$ cat config.mk
export PLATFORM = sky130hd
export DESIGN_NAME = rxq_rts_fifo
export DESIGN_NICKNAME = d
export VERILOG_FILES = /design/src/rtl/rxq_pkg.sv /design/src/rtl/rxq_store.sv /design/src/rtl/rxq_level.sv /design/src/rtl/rxq_rts.sv /design/src/rtl/rxq_rts_fifo.sv
export SDC_FILE = /design/constraint.sdc
export NUM_CORES = 1
export LEC_CHECK = 0
export ABC_AREA = 1
export BUFFER_PORTS_ARGS = -buffer_cell sky130_fd_sc_hd__buf_2
export CORE_AREA = 2 2 192 231
export DETAILED_ROUTE_END_ITERATION = 10
export DIE_AREA = 0 0 194 233
export HOLD_SLACK_MARGIN = 0.03
export MAX_ROUTING_LAYER = met4
export PLACE_DENSITY = 0.72
export SLEW_MARGIN = 20
export SYNTH_ARGS = -nofsm -noshare
export SYNTH_HDL_FRONTEND = slang
export SYNTH_SLANG_ARGS = --single-unit
$ cat constraint.sdc
create_clock -name clk -period 8.15 [get_ports clk]
set_clock_uncertainty 0.1 [all_clocks]
set_input_delay 1.63 -clock clk [delete_from_list [all_inputs] [get_ports clk]]
set_output_delay 1.63 -clock clk [all_outputs]
set_load 0.05 [all_outputs]
$ cat src/rtl/rxq_pkg.sv
package rxq_pkg;
  localparam int LVLW = 6;
  localparam int WORD_LANES = 4;

  typedef enum logic [1:0] {
    RDY_ONE  = 2'd0,
    RDY_TWO  = 2'd1,
    RDY_FOUR = 2'd2,
    RDY_RSVD = 2'd3
  } rdy_mode_e;

  typedef struct packed {
    logic [LVLW-1:0] hi;
    logic [LVLW-1:0] lo;
    logic            rts_ctl;
    rdy_mode_e       rdy;
  } cfg_t;

  function automatic cfg_t decode_cfg(input logic [31:0] w);
    cfg_t c;
    c.hi      = w[21:16];
    c.lo      = w[29:24];
    c.rts_ctl = w[7];
    c.rdy     = rdy_mode_e'(w[5:4]);
    return c;
  endfunction

  // minimum level that raises the ready indication
  function automatic logic [2:0] rdy_need(input rdy_mode_e m);
    case (m)
      RDY_ONE: return 3'd1;
      RDY_TWO: return 3'd2;
      default: return 3'd4;
    endcase
  endfunction

  // hysteresis: upper threshold wins, hold inside the band
  function automatic logic rts_step(input logic cur, input logic [LVLW-1:0] lvl,
                                    input logic [LVLW-1:0] hi, input logic [LVLW-1:0] lo);
    if (lvl >= hi) return 1'b1;
    else if (lvl <= lo) return 1'b0;
    else return cur;
  endfunction
endpackage

$ cat src/rtl/rxq_store.sv
module rxq_store #(
  parameter int DEPTH = 32,
  localparam int AW = $clog2(DEPTH)
) (
  input  logic        clk,
  input  logic        rst_n,
  input  logic        clr,
  input  logic        wr_en,
  input  logic [7:0]  wr_byte,
  input  logic        rd_en,
  input  logic        rd_wide,
  output logic [31:0] rd_data
);
  import rxq_pkg::*;

  logic [7:0]                  mem [DEPTH];
  logic [AW-1:0]               wr_ptr, rd_ptr;
  logic [WORD_LANES-1:0][7:0]  lane;

  for (genvar g = 0; g < WORD_LANES; g++) begin : g_lane
    logic [AW-1:0] addr;
    assign addr = rd_ptr + AW'(g);
    if (g == 0) begin : g_first
      assign lane[g] = mem[addr];
    end else begin : g_rest
      assign lane[g] = rd_wide ? mem[addr] : 8'h00;
    end
  end

  always_ff @(posedge clk) begin
    if (wr_en) mem[wr_ptr] <= wr_byte;
  end

  always_ff @(posedge clk or negedge rst_n) begin
    if (!rst_n) begin
      wr_ptr  <= '0;
      rd_ptr  <= '0;
      rd_data <= '0;
    end else if (clr) begin
      wr_ptr <= '0;
      rd_ptr <= '0;
    end else begin
      if (wr_en) wr_ptr <= wr_ptr + AW'(1);
      if (rd_en) begin
        rd_ptr  <= rd_ptr + (rd_wide ? AW'(WORD_LANES) : AW'(1));
        rd_data <= lane;
      end
    end
  end
endmodule

$ cat src/rtl/rxq_level.sv
module rxq_level #(
  parameter int DEPTH = 32
) (
  input  logic                     clk,
  input  logic                     rst_n,
  input  logic                     clr,
  input  logic                     push_req,
  input  logic                     pop_req,
  input  logic                     pop_wide,
  output logic [rxq_pkg::LVLW-1:0] level,
  output logic [rxq_pkg::LVLW-1:0] lvl_nxt,
  output logic                     push_ok,
  output logic                     push_drop,
  output logic                     pop_ok,
  output logic                     pop_bad,
  output logic                     ovf,
  output logic                     perr
);
  import rxq_pkg::*;

  localparam logic [LVLW-1:0] FULL_LVL = LVLW'(DEPTH);

  logic [2:0]      pop_n;
  logic [LVLW-1:0] add_v, sub_v;

  always_comb begin
    pop_n     = pop_wide ? 3'd4 : 3'd1;
    push_ok   = push_req && (level != FULL_LVL);
    push_drop = push_req && (level == FULL_LVL);
    pop_ok    = pop_req && (LVLW'(pop_n) <= level);
    pop_bad   = pop_req && !pop_ok;
    add_v     = {{(LVLW-1){1'b0}}, push_ok};
    sub_v     = pop_ok ? LVLW'(pop_n) : '0;
    lvl_nxt   = clr ? '0 : level + add_v - sub_v;
  end

  always_ff @(posedge clk or negedge rst_n) begin
    if (!rst_n) begin
      level <= '0;
      ovf   <= 1'b0;
      perr  <= 1'b0;
    end else begin
      level <= lvl_nxt;
      if (clr) begin
        ovf  <= 1'b0;
        perr <= 1'b0;
      end else begin
        if (push_drop) ovf <= 1'b1;
        if (pop_bad) perr <= 1'b1;
      end
    end
  end
endmodule

$ cat src/rtl/rxq_rts.sv
module rxq_rts (
  input  logic                     clk,
  input  logic                     rst_n,
  input  logic                     clr,
  input  logic                     active,
  input  logic [rxq_pkg::LVLW-1:0] lvl_nxt,
  input  logic [rxq_pkg::LVLW-1:0] hi,
  input  logic [rxq_pkg::LVLW-1:0] lo,
  output logic                     rts
);
  import rxq_pkg::*;

  always_ff @(posedge clk or negedge rst_n) begin
    if (!rst_n) rts <= 1'b0;
    else if (clr || !active) rts <= 1'b0;
    else rts <= rts_step(rts, lvl_nxt, hi, lo);
  end
endmodule

$ cat src/rtl/rxq_rts_fifo.sv
module rxq_rts_fifo #(
  parameter int DEPTH = 32
) (
  input  logic        clk,
  input  logic        rst_n,
  input  logic        fifo_en,
  input  logic        hs_mode,
  input  logic        clr,
  input  logic [31:0] cfg,
  input  logic        push_vld,
  input  logic [7:0]  push_byte,
  input  logic        pop_req,
  input  logic        pop_wide,
  output logic [31:0] rd_data,
  output logic        rx_ready,
  output logic [5:0]  level,
  output logic        ev_empty,
  output logic        ev_full,
  output logic        ev_thr_hi,
  output logic        ev_thr_lo,
  output logic        ev_ptr_err,
  output logic        ev_overrun,
  output logic        rts
);
  import rxq_pkg::*;

  localparam logic [LVLW-1:0] FULL_LVL = LVLW'(DEPTH);

  cfg_t            cfg_d;
  logic            push_req_g, pop_req_g;
  logic            push_ok, push_drop, pop_ok, pop_bad;
  logic            rts_active;
  logic [LVLW-1:0] lvl_nxt;

  assign cfg_d      = decode_cfg(cfg);
  assign push_req_g = push_vld && fifo_en;
  assign pop_req_g  = pop_req && fifo_en;
  assign rts_active = cfg_d.rts_ctl && fifo_en && hs_mode;

  rxq_level #(.DEPTH(DEPTH)) u_level (
    .clk(clk), .rst_n(rst_n), .clr(clr),
    .push_req(push_req_g), .pop_req(pop_req_g), .pop_wide(pop_wide),
    .level(level), .lvl_nxt(lvl_nxt),
    .push_ok(push_ok), .push_drop(push_drop), .pop_ok(pop_ok), .pop_bad(pop_bad),
    .ovf(ev_overrun), .perr(ev_ptr_err)
  );

  rxq_store #(.DEPTH(DEPTH)) u_store (
    .clk(clk), .rst_n(rst_n), .clr(clr),
    .wr_en(push_ok && !clr), .wr_byte(push_byte),
    .rd_en(pop_ok && !clr), .rd_wide(pop_wide),
    .rd_data(rd_data)
  );

  rxq_rts u_rts (
    .clk(clk), .rst_n(rst_n), .clr(clr), .active(rts_active),
    .lvl_nxt(lvl_nxt), .hi(cfg_d.hi), .lo(cfg_d.lo), .rts(rts)
  );

  assign ev_empty  = (level == '0);
  assign ev_full   = (level == FULL_LVL);
  assign ev_thr_hi = (level >= cfg_d.hi);
  assign ev_thr_lo = (level <= cfg_d.lo);
  assign rx_ready  = (level >= LVLW'(rdy_need(cfg_d.rdy)));
endmodule

-- After elaboration in Yosys (flattened, before gate mapping)
Memories as Yosys holds them, arrays and structs flattened. A register that Yosys moved wholly into a read port is not among the register bits.
Index checks and enable logic that the tools add are counted.
- bits in latches: 0
- output and inout bits: 46
- bits of input ports: 48
- RAM bits: 256
- memories: 1
- flip-flop bits (word level): 51
- bits in read-only memories: 0
- memory list (name ; depth ; bits a word ; read ports ; clocked after Yosys merged registers in ; wr ports ; RTL line ; text):
    u_store.mem ; 32 ; 8 ; 4 ; 1 ; 1 ; rxq_store.sv:16 ; logic [7:0] mem [DEPTH];
- muxes and demuxes: 21
- reduce and logical (&&, ||, !) cells: 23
- $add $sub $neg: 7
- $mul: 0
- shift-type cells: 0
- eq/ne operators: 3
- div/mod/pow operators: 0
- bitwise operators: 1
- $lt $le $gt $ge: 6
- operators by type and width (operator ; number):
    $mux 8 ; 3
    $mux 5 ; 4
    $ge 6x6->1 ; 2
    $le 6x6->1 ; 2
    $add 5x1->5 const B ; 2
    $add 5x2->5 const B ; 2
    $logic_and 1x1->1 ; 10
    $mux 1 ; 9
    $mux 3 ; 3
    $reduce_bool 2->1 ; 4
    $add 6x1->6 ; 1
    $eq 6x6->1 const B ; 1
    $ge 6x3->1 ; 1
    $le 3x6->1 ; 1
    $logic_not 6->1 ; 1
    $mux 6 ; 1
    $ne 6x6->1 const B ; 1
    $pmux 3 s2 ; 1
    $sub 6x6->6 ; 1
    $add 5x5->5 ; 1
    $logic_not 1->1 ; 4
    $reduce_bool 3->1 ; 1
    $eq 2x1->1 const B ; 1
    $logic_not 2->1 ; 1
    other kinds (3) ; 3

-- Depth between registers and ports, before layout
- depth after elaboration: 10
- gate-level depth with buffers: 28
- depth with buffers taken out: 28

-- Cells and area by module
From an unflattened synthesis, not the netlist that was laid out.
- cell total of the unflattened synthesis: 2499
- area, all modules: 19259.7 um2
- by module, submodules not included (module ; cells each ; instances ; seq. area each (um2) ; area an instance (um2)):
    rxq_store ; 2261 ; 1 ; 8738.4 ; 17752.0
    rxq_level ; 92 ; 1 ; 200.2 ; 658.1
    rxq_rts_fifo ; 82 ; 1 ; 0.0 ; 465.4
    rxq_rts ; 64 ; 1 ; 25.0 ; 384.1

-- Worst setup path before layout
Ideal clock, no wire load.
- path type: input to register
- from: input port pop_wide
- to: register u_rts.rts
- data required time: 7984 ps
- arrival: 4556 ps
- slack: 3428 ps
- stages: 26
- cell sequence: ha_1 -> nand2_1 -> o21bai_1 -> nand3_1 -> nand2_2 -> nor2_1 -> ha_1 -> inv_1 -> ha_1 -> inv_1 -> fa_1 -> inv_1 -> nand2_1 -> inv_1 -> o21ai_0 -> nand2_1 -> o21ai_0 -> a21oi_1 -> ha_1 -> nand2_1 -> inv_1 -> o211ai_1 -> nand3_1 -> nor2_1 -> nand3_1 -> nand2_1
- word-level cells in the longest chain between the ends: 9
- elaborated cells between the ends (all ways): 11
- those cells by class: add/sub: 1; order compare: 3; mux: 5; reduce/logical: 2
- ends and longest elaborated chain (item ; RTL line ; text):
    start, declared ; rxq_rts_fifo.sv:13 ; input logic pop_wide,
    $mux 3 (*) ; rxq_level.sv:27 ; pop_n = pop_wide ? 3'd4 : 3'd1;
    $le 3x6->1 ; rxq_level.sv:30 ; pop_ok = pop_req && (LVLW'(pop_n) <= level);
    $logic_and 1x1->1 ; rxq_level.sv:30 ;
    $mux 3 (*) ; rxq_level.sv:33 ; sub_v = pop_ok ? LVLW'(pop_n) : '0;
    $sub 6x6->6 (*) ; rxq_level.sv:34 ; lvl_nxt = clr ? '0 : level + add_v - sub_v;
    $mux 6 (*) ; rxq_level.sv:34 ;
    via lvl_nxt[4] ; rxq_rts_fifo.sv:33 ; logic [LVLW-1:0] lvl_nxt;
    $ge 6x6->1 ; rxq_pkg.sv:40 ; if (lvl >= hi) return 1'b1;
    $mux 1 ; rxq_pkg.sv:40 ;
    $mux 1 ; rxq_rts.sv:15 ; else if (clr || !active) rts <= 1'b0;
    end signal, assigned ; rxq_rts.sv:16 ; else rts <= rts_step(rts, lvl_nxt, hi, lo);
    end, declared ; rxq_rts.sv:9 ; output logic rts
The timed path passes the listed nets; every way through them passes the cells marked *.
A chain may end at the register's enable or synchronous reset.

-- Worst setup path after layout
Ends and elaborated chain as after synthesis.

==> results.py <==
metrics = {
    "status": {
        "outcome": "completed",
    },
    "finish": {
        "final_cell_mix": "nand3_1, nand2_1, edfxtp_1",
        "layout.cells.most_common": "nand3_1",
        "antenna_cells": 0,
        "drive_gt1_share_pct": 7.23,
        "multi_input_area_um2": 9010,
        "fin_cells": 2985,
        "seqCellArea_um2": 8970,
        "num-nets-final": 2507,
        "fillers": 4050,
        "area_growth_pct": 7.64,
    },
    "clock_network": {
        "clock_tree.buffer_depth": 3,
        "cts_resized": 0,
        "numCtsBuffers": 35,
        "cts_sinks": 307,
        "cts_tree": "built",
        "htreeDepth": 2,
        "clk_pin_slew_worst_paths_ns": 0.06,
        "postCtsHoldBufs": 0,
        "clk_latency_ns": 0.54,
        "root_buffer": "clkbuf_16",
        "post-cts-setup-buffers": 0,
    },
    "synthesis": {
        "yosys_warnings": 0,
        "syn-instance-count": 2435,
        "synth_nets": 2534,
        "ys.flop_type": "edfxtp_1",
        "synth_edf_count": 256,
        "synth-seq-area-share_pct": 46.9,
        "yosys_register_bits": 307,
        "async_reset_ff_share_pct": 16.6,
        "synth.distinct_cells": 33,
        "avgSynthCellArea_um2": 7.85,
        "netlist_area_um2": 19100,
    },
    "global_route": {
        "grt_pass1_vias": 17200,
        "antenna_found_initial": 0,
        "grt_util_all_layers_pct": 29.7,
        "grt_pass1_wl_mm": 98.9,
        "grt_max_degree": 243,
        "grt-ovfl-total": 0,
    },
    "setup_path": {
        "arrival_ns": 5.20,
        "start_kind": "primary input",
        "endpoint_kind": "register",
        "reg2reg_from": "u_store.rd_ptr[0]",
        "worstReg2RegEnd": "u_store.rd_data[9]",
        "critPathRequiredTime_ns": 8.48,
        "r2r_slack_ns": 3.65,
        "cp_max_fo": 9,
        "endpoint": "u_rts.rts",
        "r2r.worst_path.cells": 11,
        "worstSetupStartpoint": "pop_wide",
        "critPathKind": "in2reg",
    },
    "detailed_routing": {
        "drt_pass1_iterations": 6,
        "drc": 0,
        "drtAntennaViolNets": 0,
        "avgViaCountPerCell": 6.23,
        "via_count": 18600,
        "highest_layer": "met4",
        "route.met3.wl_mm": 7.78,
        "wire_per_inst_um": 22.3,
        "first_iter_violations": 2480,
        "met1Wirelength_mm": 23.7,
        "finalWirelength_mm": 66.6,
        "route.met2.wl_mm": 30.2,
    },
    "power": {
        "total_power_mw": 5.18,
        "irDropWorstVdd_mv": 0.273,
        "power_density_nw_per_um2": 252,
        "power.leakage_nw": 8.65,
    },
    "worst_hold_path": {
        "holdCritPathClass": "reg2reg",
    },
    "timing": {
        "rsz0062_at_grt": "false",
        "finalHoldViolCount": 0,
        "fmax_ghz": 0.205,
        "min_period_ns": 4.87,
        "tightest_slew_ns": 1.15,
        "setup_tns_ns": 0,
        "drv_slew": 0,
        "timing.final.crit_share_pct": 59.7,
        "relSlewSlack_pct": 22.8,
        "setup_viol": 0,
    },
    "die": {
        "num_rows": 83,
        "core-area_um2": 42800,
        "die_w_um": 194,
        "initial_core_util_pct": 44.7,
        "ioPinCount": 94,
        "die_h_um": 233,
        "die-area_um2": 45200,
    },
    "placement": {
        "port_buffers": 76,
        "dpl.cell_count": 2923,
        "gp_congestion": 1.01,
        "post-dp-hpwl_mm": 41.4,
    },
    "job": {
        "cap_violations": 0,
    },
}
-- report_power, final --
part / internal (mW) / switching (mW)
sequential: 1.79 / 0.0725
clock: 0.889 / 0.638
combinational: 0.449 / 1.34
-- worst min path at each step --
stage                     cells past startpoint             endpoint                start  slack, ns
after global routing                          2   u_store.rd_data[4]   u_store.rd_data[4]       0.39
after CTS                                     2  u_store.rd_data[11]  u_store.rd_data[11]       0.38
after floorplan                               2    u_store.wr_ptr[1]    u_store.wr_ptr[1]       0.50
after global placement                        2  u_store.rd_data[11]  u_store.rd_data[11]       0.36
final                                         2  u_store.rd_data[28]  u_store.rd_data[28]       0.37
after detailed placement                      2  u_store.rd_data[11]  u_store.rd_data[11]       0.36
-- worst max-delay path: stages --
cell and delay [ns]:
buf_2 0.14, ha_1 0.31, nand2_1 0.06, o21bai_1 0.14, nand3_1 0.12, nand2_2 0.18, nor2_1 0.06, ha_1 0.27
inv_1 0.05, ha_1 0.16, inv_1 0.06, fa_1 0.38, inv_1 0.09, nand2_1 0.06, inv_1 0.07, o21ai_0 0.07
nand2_1 0.08, o21ai_0 0.08, a21oi_1 0.28, ha_1 0.29, nand2_1 0.11, nor2_1 0.07, o21ai_0 0.08, o211ai_1 0.11
nand2_1 0.09, nor2_1 0.04, nand3_1 0.06, nand2_1 0.05
-- state kept, by name, summed over array words and instances (netlist names) --
| register | cells |
|---|---|
| u_level.level | 6 |
| u_store.rd_ptr | 5 |
| u_level.ovf | 1 |
| u_store.rd_data | 32 |
| u_level.perr | 1 |
| u_store.wr_ptr | 5 |
| u_store.mem | 256 |
| u_rts.rts | 1 |
-- cell type report --
cell class	instances	area share (%)
multi-input cells	1901	43.8
inverters	68	1.29
clock buffers	55	5.12
repair buffers	95	2.60
clock inverters	7	0.231
well taps	552	3.36
flip-flops and latches	307	43.6
-- layer usage --
metal / GRT usage [%] / vias to the layer above
met5: - / -
met4: 20.2 / 0
met3: 5.42 / 314
met2: 46.4 / 1364
met1: 35.1 / 8530
li1: - / 8396
-- per-stage QoR --
stage | worst slack, ns | hold slack (ns) | utilization (%) | area [µm²]
final | 3.28 | 0.374 | 48.1 | 20600
after CTS | 3.30 | 0.378 | 48.1 | 20600
after global placement | 2.88 | 0.359 | 45.5 | 19500
after floorplan | 3.43 | 0.496 | - | 19100
after detailed placement | 2.73 | 0.362 | 45.5 | 19500
after global routing | 2.93 | 0.395 | 48.1 | 20600
-- cells in the mapped netlist, drive strengths merged (4+ instances only) --
master / instances / area share, %
buf: 130 / 4.1
nor2: 57 / 1.1
nand3: 926 / 24
o21ai: 15 / 0.45
ha: 50 / 3.3
o211ai: 4 / 0.16
nand2: 809 / 16
xor2: 7 / 0.73
clkbuf: 29 / 0.57
dfrtp: 51 / 6.7
inv: 68 / 1.3
a21oi: 14 / 0.37
nor3: 4 / 0.13
edfxtp: 256 / 40
-- cells by family (layout without fill, tap and decap cells) --
| family | after synthesis | count (layout) | share of synthesized area (%) |
|---|---|---|---|
| AND/OR/NAND/NOR | 1802 | 1802 | 41.7 |
| flip-flops | 307 | 307 | 46.9 |
| buffers and inverters | 227 | 225 | 6.03 |
| adder cells (fa/ha/maj) | 51 | 51 | 3.38 |
| AO/OA/AOI/OAI | 41 | 41 | 1.28 |
| XOR/XNOR | 7 | 7 | 0.733 |
Note: power is estimated with default switching activity, not from simulation.
